### src/rtl/aux_cls_pkg.sv
package aux_cls_pkg;

   localparam int CODE_W = 3;
   localparam int FLAG_N = 7;

   typedef enum logic [CODE_W-1:0] {
      ERR_NONE     = 3'd0,
      ERR_ADDR     = 3'd1,
      ERR_TOUT     = 3'd2,
      ERR_NACK     = 3'd3,
      ERR_DEFER    = 3'd4,
      ERR_NACK_DFR = 3'd5,
      ERR_PHY      = 3'd6
   } aux_err_e;

   // Decoded flag set; field order fixes the packed bit order (done is MSB).
   typedef struct packed {
      logic done;
      logic bad_addr;
      logic tmo;
      logic nak_dfr;
      logic i2c_nak;
      logic i2c_dfr;
      logic phy;
   } aux_flags_t;

   // Result of one decoder.
   typedef struct packed {
      logic     hit;
      aux_err_e code;
      logic     clr;
   } aux_dec_t;

endpackage

### src/rtl/aux_cls_flag_extract.sv
module aux_cls_flag_extract
   import aux_cls_pkg::*;
#(
   parameter int STATUS_W = 16,
   parameter int P_DONE   = 0,
   parameter int P_ADDR   = 1,
   parameter int P_TOUT   = 2,
   parameter int P_NKDF   = 3,
   parameter int P_INAK   = 4,
   parameter int P_IDFR   = 5,
   parameter int P_PHY    = 6
) (
   input  logic [STATUS_W-1:0] status,
   output aux_flags_t          flags
);

   localparam int POS [FLAG_N] = '{P_DONE, P_ADDR, P_TOUT, P_NKDF,
                                   P_INAK, P_IDFR, P_PHY};

   if (STATUS_W < FLAG_N) begin : g_bad_width
      $error("aux_cls_flag_extract: STATUS_W too small for the flag set");
   end

   logic [FLAG_N-1:0] bits;

   for (genvar i = 0; i < FLAG_N; i++) begin : g_pick
      if (POS[i] < 0 || POS[i] >= STATUS_W) begin : g_range
         $error("aux_cls_flag_extract: flag position out of range");
      end
      for (genvar j = i + 1; j < FLAG_N; j++) begin : g_uniq
         if (POS[i] == POS[j]) begin : g_dup
            $error("aux_cls_flag_extract: two flags share a bit position");
         end
      end
      assign bits[FLAG_N-1-i] = status[POS[i]];
   end

   assign flags = aux_flags_t'(bits);

endmodule

### src/rtl/aux_cls_native_dec.sv
module aux_cls_native_dec
   import aux_cls_pkg::*;
(
   input  aux_flags_t flags,
   output aux_dec_t   dec
);

   always_comb begin
      dec.hit  = 1'b0;
      dec.code = ERR_NONE;
      dec.clr  = 1'b0;
      if (flags.done) begin
         dec.hit  = 1'b1;
         dec.code = ERR_NONE;
      end else if (flags.bad_addr) begin
         dec.hit  = 1'b1;
         dec.code = ERR_ADDR;
      end else if (flags.tmo) begin
         dec.hit  = 1'b1;
         dec.code = ERR_TOUT;
      end
      if (flags.nak_dfr) begin
         dec.hit  = 1'b1;
         dec.code = ERR_NACK;
      end
      if (flags.phy) begin
         dec.hit  = 1'b1;
         dec.code = ERR_PHY;
         dec.clr  = 1'b1;
      end
   end

endmodule

### src/rtl/aux_cls_i2c_dec.sv
module aux_cls_i2c_dec
   import aux_cls_pkg::*;
(
   input  aux_flags_t flags,
   output aux_dec_t   dec
);

   always_comb begin
      dec.hit  = 1'b0;
      dec.code = ERR_NONE;
      dec.clr  = 1'b0;
      if (flags.done) begin
         dec.hit  = 1'b1;
         dec.code = (flags.i2c_nak || flags.i2c_dfr) ? ERR_NACK : ERR_NONE;
      end else begin
         if (flags.bad_addr) begin
            dec.hit  = 1'b1;
            dec.code = ERR_ADDR;
         end else if (flags.tmo) begin
            dec.hit  = 1'b1;
            dec.code = ERR_TOUT;
         end
         if (flags.nak_dfr) begin
            dec.hit  = 1'b1;
            dec.code = ERR_NACK_DFR;
         end
         if (flags.i2c_nak) begin
            dec.hit  = 1'b1;
            dec.code = ERR_NACK;
         end
         if (flags.i2c_dfr) begin
            dec.hit  = 1'b1;
            dec.code = ERR_DEFER;
         end
         if (flags.phy) begin
            dec.hit  = 1'b1;
            dec.code = ERR_PHY;
            dec.clr  = 1'b1;
         end
      end
   end

endmodule

### src/rtl/aux_cls_result_reg.sv
module aux_cls_result_reg
   import aux_cls_pkg::*;
(
   input  logic     clk,
   input  logic     rst_n,
   input  logic     svc,
   input  aux_dec_t dec,
   output aux_err_e code_q,
   output logic     pulse_q,
   output logic     clr_q
);

   always_ff @(posedge clk or negedge rst_n) begin
      if (!rst_n) begin
         code_q  <= ERR_NONE;
         pulse_q <= 1'b0;
         clr_q   <= 1'b0;
      end else begin
         pulse_q <= svc;
         clr_q   <= svc && dec.clr;
         if (svc && dec.hit) begin
            code_q <= dec.code;
         end
      end
   end

endmodule

### src/rtl/aux_reply_classifier.sv
module aux_reply_classifier
   import aux_cls_pkg::*;
#(
   parameter int STATUS_W = 16,
   parameter int P_DONE   = 0,
   parameter int P_ADDR   = 1,
   parameter int P_TOUT   = 2,
   parameter int P_NKDF   = 3,
   parameter int P_INAK   = 4,
   parameter int P_IDFR   = 5,
   parameter int P_PHY    = 6
) (
   input  logic                clk,
   input  logic                rst_n,
   input  logic                evt_valid,
   input  logic                busy,
   input  logic                i2c_mode,
   input  logic [STATUS_W-1:0] status,
   output logic [2:0]          err_code,
   output logic                done_pulse,
   output logic                clr_req
);

   aux_flags_t flags;
   aux_dec_t   dec_nat;
   aux_dec_t   dec_i2c;
   aux_dec_t   dec_sel;
   aux_err_e   code_q;
   logic       svc;

   aux_cls_flag_extract #(
      .STATUS_W (STATUS_W),
      .P_DONE   (P_DONE),
      .P_ADDR   (P_ADDR),
      .P_TOUT   (P_TOUT),
      .P_NKDF   (P_NKDF),
      .P_INAK   (P_INAK),
      .P_IDFR   (P_IDFR),
      .P_PHY    (P_PHY)
   ) u_extract (
      .status (status),
      .flags  (flags)
   );

   aux_cls_native_dec u_nat (
      .flags (flags),
      .dec   (dec_nat)
   );

   aux_cls_i2c_dec u_i2c (
      .flags (flags),
      .dec   (dec_i2c)
   );

   assign dec_sel = i2c_mode ? dec_i2c : dec_nat;
   assign svc     = evt_valid && busy;

   aux_cls_result_reg u_res (
      .clk     (clk),
      .rst_n   (rst_n),
      .svc     (svc),
      .dec     (dec_sel),
      .code_q  (code_q),
      .pulse_q (done_pulse),
      .clr_q   (clr_req)
   );

   assign err_code = code_q;

endmodule

### config.mk
export PLATFORM = sky130hd
export DESIGN_NAME = aux_reply_classifier
export DESIGN_NICKNAME = d
export VERILOG_FILES = /design/src/rtl/aux_cls_pkg.sv /design/src/rtl/aux_cls_flag_extract.sv /design/src/rtl/aux_cls_native_dec.sv /design/src/rtl/aux_cls_i2c_dec.sv /design/src/rtl/aux_cls_result_reg.sv /design/src/rtl/aux_reply_classifier.sv
export SDC_FILE = /design/constraint.sdc
export NUM_CORES = 1
export LEC_CHECK = 0
export CORE_AREA = 3 3 40 42
export DETAILED_ROUTE_END_ITERATION = 7
export DIE_AREA = 0 0 43 45
export GPL_ROUTABILITY_DRIVEN = 0
export GPL_TIMING_DRIVEN = 0
export PLACE_DENSITY = 0.61
export SLEW_MARGIN = 25
export SYNTH_ARGS = -nofsm -noshare
export SYNTH_HDL_FRONTEND = slang
export SYNTH_SLANG_ARGS = --single-unit
### constraint.sdc
create_clock -name clk -period 1.5 [get_ports clk]
set_input_delay 0.225 -clock clk [delete_from_list [all_inputs] [get_ports clk]]
set_output_delay 0.225 -clock clk [all_outputs]
set_load 0.01 [all_outputs]
==> results_dict.tcl, run 1 <==
set metrics [dict create \
    drive_gt1_frac 0.161 \
    areaGrowthSynthToFinish_pct 62.6 \
    period_share 0.913 \
    vdd_drop_max_uv 215 \
    max_slew_margin 0.828 \
    dieArea_um2 1940 \
    numCtsBuffers 3 \
    nets 78 \
    internal_power_mw 0.327 \
    yosysTopAreaCellShare 0.382 \
    dp_cells 67 \
    antenna_found_initial 0 \
    hold_viol 0 \
    post_cts_buffers 0 \
    reg2reg_to "u_res.code_q[0]" \
    drc 0 \
    insertion_delay_ps 230 \
    start_util 0.255 \
    synth-seq-cells 5 \
    wirelength_um 685 \
    drt_iter0_markers 5 \
    end_kind "flip-flop" \
    fin_cells 71 \
    swShare 0.245 \
    core_um2 1280 \
    n_antenna_cell 0 \
    clk_path_buf_depth 2 \
    rsz0062_at_grt "false" \
    grt_util_all_layers 0.0778 \
    comb_power_share 0.296 \
    grt_max_degree 9 \
    rr_worst_depth 1 \
    grt_pass1_vias 283 \
    fin_crit_ps 1370 \
    grt_pass1_wl_mm 1.09 \
    cts_root_buf "clkbuf_4" \
    r2r-start "u_res.code_q[0]" \
    p_sw_mw 0.106 \
    synth_cell_type_count 22 \
    max_freq_mhz 730 \
    ys_warn_count 0 \
    pin_count 26 \
    syn_area_um2 328 \
    ant_nets 0 \
    cts_tree "built" \
    worstSetupPathType "primary input to flip-flop" \
    cts_resized 0 \
    setup_tns_ps 0 \
    pwr-share-clk 0.339 \
    setup_viol 0 \
    htreeDepth 1 \
    avgSynthCellArea_um2 9.11 \
    synth_cells 36 \
    portBuffers 16 \
    fin_skew_ps 0 \
    grt.overflow.total 0 \
    yosysSeqAreaShare 0.382 \
    place_hpwl_um 584 \
    via_per_inst 4.59 \
    required_ps 1620 \
    firstDrtPassIters 2 \
    synth_top_area_cell "dfrtp_1" \
    wl_per_cell_um 9.65 \
    power_density_nw_per_um2 813 \
    dr_total_vias 326 \
    cp.arrival_ps 1490 \
    clock-sinks 5 \
    clk_pin_slew_worst_paths_ps 40 \
    drv_cap 0 \
    critPathLaunchType "primary input" \
    crit_fanout 8 \
    hold_path_class "primary input to async pin" \
    drv_slew 0 \
    status "finished clean" \
    yosys-top-cells-area "dfrtp_1, a31oi_4, nor2_1" \
    seqPwrFrac 0.365 \
    chipWidth_um 43 \
    tightest_slew_ps 256 \
    die_y_um 45 \
    leakage_nw 0.215 \
    rows 13 \
    rrSetupSlack_ps 750 \
    syn_nets 57 \
    hold_buffers 0 \
]
## worst max-delay path, cell delays in order
cell	delay, ps
clkdlybuf4s50_1	610
o21ai_2	130
a31oi_4	210
mux2_4	310
## cell usage after synthesis
| cell | number |
|---|---|
| a211oi_1 | 1 |
| a21oi_1 | 1 |
| a31oi_1 | 1 |
| a31oi_4 | 1 |
| a32oi_1 | 1 |
| and2b_1 | 1 |
| and3_2 | 1 |
| dfrtp_1 | 5 |
| inv_1 | 3 |
| mux2_4 | 1 |
| nand2_1 | 2 |
| nor2_1 | 5 |
| nor2_2 | 1 |
| nor2b_1 | 2 |
| nor3_1 | 1 |
| nor3_2 | 1 |
| o211ai_1 | 1 |
| o21a_1 | 1 |
| o21ai_0 | 3 |
| o21ai_1 | 1 |
| o21ai_2 | 1 |
| o2bb2ai_1 | 1 |
## per-stage QoR
step / util / setup slack (ps) / cell area [um2] / total power [mW] / hold WS [ps]
6_report: 0.415 / 130 / 533 / 0.433 / 208
5_1_grt: 0.415 / 82.0 / 533 / 0.466 / 206
4_1_cts: 0.415 / 130 / 533 / 0.441 / 209
3_5_place_dp: 0.394 / -119 / 507 / 0.289 / 457
3_3_place_gp: 0.394 / -119 / 507 / 0.289 / 457
2_1_floorplan: - / 504 / 328 / 0.210 / -70.6
## power by group through the flow
stage / clock (mW) / sequential, mW / combinational [mW]
final: 0.147 / 0.158 / 0.128
after floorplan: 0 / 0.167 / 0.0429
after global routing: 0.168 / 0.160 / 0.138
after detailed placement: 0 / 0.160 / 0.129
after global placement: 0 / 0.159 / 0.129
after CTS: 0.153 / 0.158 / 0.130
## worst max path at each step
stage                      end  startpoint  slack [ps]  cells after the start
6_report       u_res.code_q[0]    i2c_mode         130                      4
2_1_floorplan  u_res.code_q[0]   status[6]         500                      3
3_3_place_gp   u_res.code_q[0]    i2c_mode        -120                      4
5_1_grt        u_res.code_q[0]   status[6]          80                      4
4_1_cts        u_res.code_q[0]    i2c_mode         130                      4
3_5_place_dp   u_res.code_q[0]    i2c_mode        -120                      4
## final cells by class
| type | instances | area, um2 |
|---|---|---|
| fillers | 148 | 752 |
| multi-input cells | 28 | 191 |
| repair buffers | 16 | 160 |
| flip-flops and latches | 5 | 125 |
| clock buffers | 4 | 26.3 |
| well taps | 15 | 18.8 |
| inverters | 3 | 11.3 |
## routing by layer
metal / up-vias / global-route usage / share of wire
met5: - / 0 / 0
li1: 172 / - / -
met4: 0 / 0.0361 / 0
met2: 14 / 0.135 / 0.45
met1: 140 / 0.0805 / 0.43
met3: 0 / 0.0359 / 0.11
## cells in the final DEF (no fill, tap or decap)
master,n
and2b_1,1
nor2b_1,2
a21oi_1,1
a31oi_1,1
a31oi_4,1
dfrtp_1,5
nor2_2,1
clkdlybuf4s50_1,16
o2bb2ai_1,1
o21ai_2,1
inv_1,3
o21ai_1,1
nor3_2,1
a211oi_1,1
o211ai_1,1
a32oi_1,1
clkbuf_4,3
o21a_1,1
mux2_4,1
nand2_1,2
nor3_1,1
o21ai_0,3
clkbuf_1,1
nor2_1,5
and3_2,1
## sequential cells by signal, indices dropped and copies added, names as in the netlist
signal         count
u_res.clr_q        1
u_res.pulse_q      1
u_res.code_q       3
## logic make-up (layout without fill, tap and decap cells)
family          Yosys count  after routing  share of synthesized area
compound gates           13             13                      0.309
buf+inv                   3             23                     0.0343
flops                     5              5                      0.382
mux                       1              1                     0.0458
simple gates             14             14                      0.229
(Power assumes the default switching activity.)
==> inputs of run 2 (changes only) <==
--- a/config.mk
+++ b/config.mk
@@ -5,6 +5,7 @@
 export SDC_FILE = /design/constraint.sdc
 export NUM_CORES = 1
 export LEC_CHECK = 0
+export CAP_MARGIN = 20
 export CORE_AREA = 3 3 40 42
 export DETAILED_ROUTE_END_ITERATION = 7
 export DIE_AREA = 0 0 43 45
==> results of run 2 <==
The final DEF is identical to that of run 1; final timing and power are the same.
==> inputs of run 3 (changes only) <==
--- a/config.mk
+++ b/config.mk
@@ -12,6 +12,7 @@
 export GPL_ROUTABILITY_DRIVEN = 0
 export GPL_TIMING_DRIVEN = 0
 export PLACE_DENSITY = 0.61
+export SETUP_SLACK_MARGIN = 0.1
 export SLEW_MARGIN = 25
 export SYNTH_ARGS = -nofsm -noshare
 export SYNTH_HDL_FRONTEND = slang
==> run 3 against run 2 <==
Worst hold slack did not move. Final cell count did not move. Largest power group unchanged. First-iteration DRC count decreased by 60%. Die area unchanged. Routed wire length increased by 1.0%.
==> results_dict.tcl, run 3 (synthesized netlist as in run 1, its figures left out) <==
set metrics [dict create \
    fin_skew_ps 0 \
    tightest_slew_ps 270 \
    vdd_drop_max_uv 207 \
    final_common_cell "clkdlybuf4s50_1" \
    clk_path_buf_depth 2 \
    met2_length_um 316 \
    max_freq_mhz 749 \
    max_slew_margin 0.819 \
    rsz0062_at_grt "false" \
    r2r-start "u_res.code_q[0]" \
    critPathLaunchType "primary input" \
    leakage_nw 0.234 \
    fin_crit_ps 1340 \
    power_density_nw_per_um2 804 \
    hold_path_class "primary input to async pin" \
    wirelength_um 692 \
    wl_per_cell_um 9.75 \
    htreeDepth 1 \
    via_per_inst 4.59 \
    required_ps 1620 \
    pin_count 26 \
    cts_resized 0 \
    drt_iter0_markers 2 \
    firstDrtPassIters 2 \
    cp.arrival_ps 1450 \
    portBuffers 16 \
    clk_pin_slew_worst_paths_ps 40 \
    final_core_util 0.419 \
    grt_util_all_layers 0.0778 \
    hold_buffers 0 \
    rr_worst_depth 1 \
    cts_root_buf "clkbuf_4" \
    grt_pass1_vias 283 \
    reg2reg_to "u_res.code_q[0]" \
    chipWidth_um 43 \
    period_share 0.890 \
    place_hpwl_um 584 \
    hold_viol 0 \
    fin_cells 71 \
    rrSetupSlack_ps 750 \
    largest_register_ffs 3 \
    drive_gt1_frac 0.161 \
    start_util 0.255 \
    grt_pass1_wl_mm 1.09 \
    die_y_um 45 \
    dp_cells 67 \
    areaGrowthSynthToFinish_pct 64.1 \
    post_cts_buffers 0 \
    antenna_found_initial 0 \
    end_kind "flip-flop" \
    top_regs "u_res.code_q x3, u_res.clr_q x1, u_res.pulse_q x1" \
    layout_common_cells "clkdlybuf4s50_1, nor2_1, dfrtp_1" \
    dr_total_vias 326 \
    insertion_delay_ps 230 \
    drc 0 \
    numCtsBuffers 3 \
    core_um2 1280 \
    largest-register "u_res.code_q" \
    highest_layer "met3" \
    nets 78 \
    grt_max_degree 9 \
    met3_length_um 78 \
    drv_cap 0 \
    crit_fanout 7 \
    dieArea_um2 1940 \
    n_antenna_cell 0 \
    startpoint "status[5]" \
    status "finished clean" \
    setup_viol 0 \
    crit_end "u_res.code_q[0]" \
    drv_slew 0 \
    rows 13 \
    worstSetupPathType "primary input to flip-flop" \
    clock-sinks 5 \
    fin_hold_ws_ps 208 \
    ant_nets 0 \
    cts_tree "built" \
    grt.overflow.total 0 \
    finalPower_mw 0.433 \
    m1WireLength_um 297 \
]
-- run 3: changes by cell type in the layout (fill, tap and decap cells not counted), sizes merged --
cell,previous run,this run
clkdlybuf4s50,16,14
dlymetal6s2s,0,2
-- run 3: report_power, final --
group | internal (mW) | switching, mW
logic | 0.0757 | 0.0517
registers | 0.151 | 0.00735
clock network | 0.100 | 0.0470
total | 0.327 | 0.106
-- run 3: layout make-up --
| type | count | area, um2 |
|---|---|---|
| clock buffers | 4 | 26.3 |
| inverters | 3 | 11.3 |
| repair buffers | 16 | 165 |
| flip-flops and latches | 5 | 125 |
| well taps | 15 | 18.8 |
| fillers | 148 | 747 |
| multi-input cells | 28 | 191 |
-- run 3: critical path: stages --
cell and delay, ps:
clkdlybuf4s50_1 590, o21ai_2 110, a31oi_4 210, mux2_4 310
-- run 3: stage by stage --
| stage | area (um2) | setup WS (ps) | setup TNS, ps |
|---|---|---|---|
| global route | 538 | 115 | 0 |
| global placement | 507 | -119 | -135 |
| finish | 538 | 164 | 0 |
| CTS | 533 | 130 | 0 |
| floorplan | 328 | 504 | 0 |
| detailed placement | 507 | -119 | -141 |
-- run 3: routing by layer --
metal / up-vias / track usage
met5: - / 0
li1: 171 / -
met3: 0 / 0.0359
met2: 14 / 0.135
met4: 0 / 0.0361
met1: 141 / 0.0805
-- run 3: worst min-delay path by stage --
stage | startpoint | end | cells after the start
2_1_floorplan | rst_n | u_res.clr_q | 0
3_3_place_gp | rst_n | u_res.code_q[2] | 1
3_5_place_dp | rst_n | u_res.clr_q | 1
4_1_cts | rst_n | u_res.pulse_q | 1
5_1_grt | rst_n | u_res.code_q[0] | 1
6_report | rst_n | u_res.code_q[0] | 1
